**src/rtl/dma_bus_steer.sv**
```systemverilog
module dma_bus_steer #(
  parameter int             TOPW   = 3,
  parameter logic [TOPW-1:0] REGION = 3'b101
) (
  input  logic            clk,
  input  logic            rst_n,
  input  logic            dreq_n,
  input  logic            bg_n,
  input  logic            xstb_n,
  input  logic            dend_n,
  input  logic            sys_rw,
  input  logic            as_n,
  input  logic [TOPW-1:0] addr_top,
  input  logic [1:0]      addr_rs,
  output logic            br_n,
  output logic            bgack_n,
  output logic            dma_on,
  output logic            per_rw,
  output logic [1:0]      reg_sel,
  output logic            mem_cs_n,
  output logic            bus_as_n,
  output logic            bus_lds_n
);

  logic act;
  logic hit;

  always_ff @(posedge clk or negedge rst_n) begin
    if (!rst_n)
      act <= 1'b0;
    else if (!act && !dreq_n && !bg_n)
      act <= 1'b1;
    else if (act && dreq_n && xstb_n)
      act <= 1'b0;
  end

  assign hit       = (addr_top == REGION);
  assign dma_on    = act;
  assign bgack_n   = ~act;
  assign br_n      = act | dreq_n;
  assign per_rw    = sys_rw ^ act;
  assign bus_as_n  = ~act;
  assign bus_lds_n = ~act;

  always_comb begin
    if (!act)
      reg_sel = addr_rs;
    else if (sys_rw && !dend_n)
      reg_sel = 2'b11;
    else
      reg_sel = 2'b10;
  end

  always_comb begin
    if (!act)
      mem_cs_n = ~(hit & ~as_n);
    else if (sys_rw)
      mem_cs_n = ~hit;
    else
      mem_cs_n = ~(hit & ~xstb_n);
  end


  req_ack_excl_chk: assert property (@(posedge clk) disable iff (!rst_n)
    !(!br_n && !bgack_n));


  set_needs_grant_chk: assert property (@(posedge clk) disable iff (!rst_n)
    $rose(dma_on) |-> ($past(!bg_n) && $past(!dreq_n)));


  hold_chk: assert property (@(posedge clk) disable iff (!rst_n)
    (dma_on && (!dreq_n || !xstb_n)) |=> dma_on);


  clear_chk: assert property (@(posedge clk) disable iff (!rst_n)
    (dma_on && dreq_n && xstb_n) |=> !dma_on);


  rw_invert_chk: assert property (@(posedge clk) disable iff (!rst_n)
    dma_on |-> (per_rw != sys_rw));


  rx_mem_chk: assert property (@(posedge clk) disable iff (!rst_n)
    (dma_on && !sys_rw && xstb_n) |-> mem_cs_n);


  strobe_chk: assert property (@(posedge clk) disable iff (!rst_n)
    (bus_as_n == bus_lds_n) && (bus_as_n == bgack_n));

endmodule

```
**config.mk**
```make
export PLATFORM = sky130hd
export DESIGN_NAME = dma_bus_steer
export DESIGN_NICKNAME = d
export VERILOG_FILES = /design/src/rtl/dma_bus_steer.sv
export SDC_FILE = /design/constraint.sdc
export NUM_CORES = 1
export LEC_CHECK = 0
export BUFFER_PORTS_ARGS = -buffer_cell sky130_fd_sc_hd__buf_2
export CORE_AREA = 4 4 41 43
export CTS_CLUSTER_DIAMETER = 50
export DETAILED_ROUTE_END_ITERATION = 10
export DIE_AREA = 0 0 45 47
export PLACE_DENSITY_LB_ADDON = 0.1
export SKIP_CTS_REPAIR_TIMING = 1
export SLEW_MARGIN = 0
export SYNTH_ARGS = -nofsm -noshare
export SYNTH_HDL_FRONTEND = slang
export SYNTH_SLANG_ARGS = --single-unit
```
**constraint.sdc**
```tcl
create_clock -name clk -period 1.54 [get_ports clk]
set_clock_uncertainty 0.2 [all_clocks]
set_input_delay 0.077 -clock clk [delete_from_list [all_inputs] [get_ports clk]]
set_output_delay 0.077 -clock clk [all_outputs]
set_load 0.02 [all_outputs]
```
==> flow_metrics.env <==
export IMPL_dieWidth_um=45
export IMPL_cp_end_kind="output port"
export IMPL_drt_initial_drc_count=1
export IMPL_finalHoldViolations=0
export IMPL_clk_latency_ns=0
export IMPL_leakage_nw=0.134
export IMPL_grt_pass1_wl_um=738
export IMPL_synth_seq_cells=1
export IMPL_setup_ws_ns=0.192
export IMPL_period_minus_slack_ns=1.35
export IMPL_finalCritPeriodShare_pct=87.5
export IMPL_synth_area_leaders="dfrtp_1, buf_4, or2_1"
export IMPL_post_synth_top_area_cell="dfrtp_1"
export IMPL_netlist_area_um2=114
export IMPL_fmax_mhz=742
export IMPL_final_cells=50
export IMPL_drc=0
export IMPL_worst_path_max_fanout=3
export IMPL_start_util_pct=8.75
export IMPL_min_path_type="in2reg"
export IMPL_dp_cells=49
export IMPL_grt_overflow_total=0
export IMPL_first_pass_iters=2
export IMPL_ir_drop_mv=0.142
export IMPL_synth_ff_type="dfrtp_1"
export IMPL_final_max_slew_violation_count=0
export IMPL_worstMarginPinSlew_ns=0.130
export IMPL_grt_pass1_vias=185
export IMPL_ys_seq_area_share_pct=22.0
export IMPL_syn_inst=14
export IMPL_startpoint_type="flip-flop"
export IMPL_nFillCells=161
export IMPL_hpwlAfterDp_um=421
export IMPL_cts_reportedPaths_clkPinSlew_ns=0
export IMPL_grt_start_max_net_pins=7
export IMPL_chipHeight_um=47
export IMPL_async_reset_ff_share_pct=100
export IMPL_synth_fa_ha_area_share_pct=0
export IMPL_grtUsageTotal_pct=4.50
export IMPL_powerDensity_nw_per_um2=563
export IMPL_ios=22
export IMPL_fin_util_pct=18.5
export IMPL_p_clk_share_pct=0
export IMPL_maxSlewHeadroom_pct=91.3
export IMPL_outcome="complete, no violations"
export IMPL_arrival_ns=1.07
export IMPL_synth_top_family_by_area="simple AND/OR/NAND/NOR gates"
export IMPL_antenna_found_initial=0
export IMPL_synth_mux_area_fraction_pct=0
export IMPL_yosys_area_share_simple_pct=28.6
export IMPL_finalSetupViolCount=0
export IMPL_final_setup_tns_ns=0
export IMPL_critPathRequiredTime_ns=1.26
export IMPL_die_area_um2=2120
export IMPL_pre_cts_slack_ns=0.184
export IMPL_synth_nets=27
export IMPL_ys_warn_count=0
export IMPL_via_per_inst=3.44
export IMPL_synth_xor_area_share_pct=7.69
export IMPL_largest_reg_flops=1
export IMPL_syn_to_final_growth_pct=111
export IMPL_rows=13
export IMPL_worstSetupPathType="reg2out"
export IMPL_final_nets=50
export IMPL_rsz0062_at_grt="no"
export IMPL_slowest_delay_ns=0.37
export IMPL_gp_congestion=0.632
export IMPL_port_buffers=21
export IMPL_synth_area_per_cell_um2=8.13
export IMPL_p_comb_share_pct=76.7
export IMPL_synth_top_cells_by_count="buf_4, nand2_1, or2_1"
export IMPL_n_antenna_cell=0
export IMPL_routed_wl_um=453
export IMPL_p_sw_mw=0.0618
export IMPL_ant_nets=0
export IMPL_drive_gt1_share_pct=62.9
export IMPL_place_area_um2=230
export IMPL_crit_slowest_cell="a2111o_1"
export IMPL_netSwitchingFraction_pct=45.6
export IMPL_synth_edff_count=0
export IMPL_p_int_mw=0.0736
export IMPL_core_area_um2=1300
export IMPL_wl_per_cell_um=9.06
export IMPL_design_area_um2=240
export IMPL_p_seq_share_pct=23.3
export IMPL_ys_types=11
export IMPL_synth_top_cell_area_share_pct=22.0
export IMPL_synth_compound_area_share_pct=25.3
export IMPL_maxCapViolCount=0
export IMPL_path_cells="and3b_1 > a2111o_1 > buf_2"
export IMPL_vias=172
==> cell usage in the layout, fill, tap and decap left out <==
cell type      Yosys  final
a2111o_1           1      1
a2bb2oi_1          1      1
and3b_1            1      1
buf_2              0     21
buf_4              2      1
dfrtp_1            1      1
dlygate4sd3_1      0      1
inv_1              1      1
nand2_1            2      2
nor2_1             1      1
o2bb2ai_1          1      1
or2_1              2      2
xor2_1             1      1
==> cell type report <==
class                           instances  area, um^2  share of cell area, %
Inverter                                1        3.75                   1.56
Sequential cell                         1        25.0                   10.4
Tap cell                               15        18.8                   7.81
Timing Repair Buffer                   23         123                   51.0
Multi-Input combinational cell         10        70.1                   29.2
==> per-layer routing <==
layer	up-vias	global-route usage, %	part of all wire [%]
met5	-	0	0
met4	0	0	0
met3	0	0.766	20
met2	14	8.76	45
met1	69	5.43	35
li1	89	-	-
==> stage by stage <==
step	hold slack, ns	total power [mW]
finish	0.0789	0.135
global route	0.109	0.146
CTS	-0.344	0.136
detailed placement	-0.344	0.136
global placement	-0.345	0.135
floorplan	-0.419	0.0956
==> worst max-delay path: cells and delay by family, from the launching register on <==
kind	cells	cell delay, ns
compound gates	1	0.37
buf+inv	1	0.16
flops	1	0.36
simple gates	1	0.19
==> kinds of logic after synthesis <==
kind of cell / Yosys count
and+or+nand+nor: 6
AOI/OAI and AO/OA: 3
buffers and inverters: 3
xor gates and xnor gates: 1
DFF: 1
==> power by group through the flow <==
stage          clock, mW  combinational, mW  sequential (mW)
6_report               0              0.104           0.0316
3_3_place_gp           0              0.103           0.0316
3_5_place_dp           0              0.104           0.0317
4_1_cts                0              0.104           0.0317
5_1_grt                0              0.114           0.0322
2_1_floorplan          0             0.0573           0.0383
==> worst paths after layout <==
check | startpoint | end | slack [ns] | depth (start not counted)
min in group asynchronous | rst_n | dma_on | 0.18 | 2
min reg2reg | dma_on | dma_on | 0.49 | 2
max reg2reg | dma_on | dma_on | 0.56 | 2
max | dma_on | mem_cs_n | 0.19 | 3
max in group asynchronous | rst_n | dma_on | 0.87 | 2
min | xstb_n | dma_on | 0.08 | 2
(Power assumes the default switching activity.)
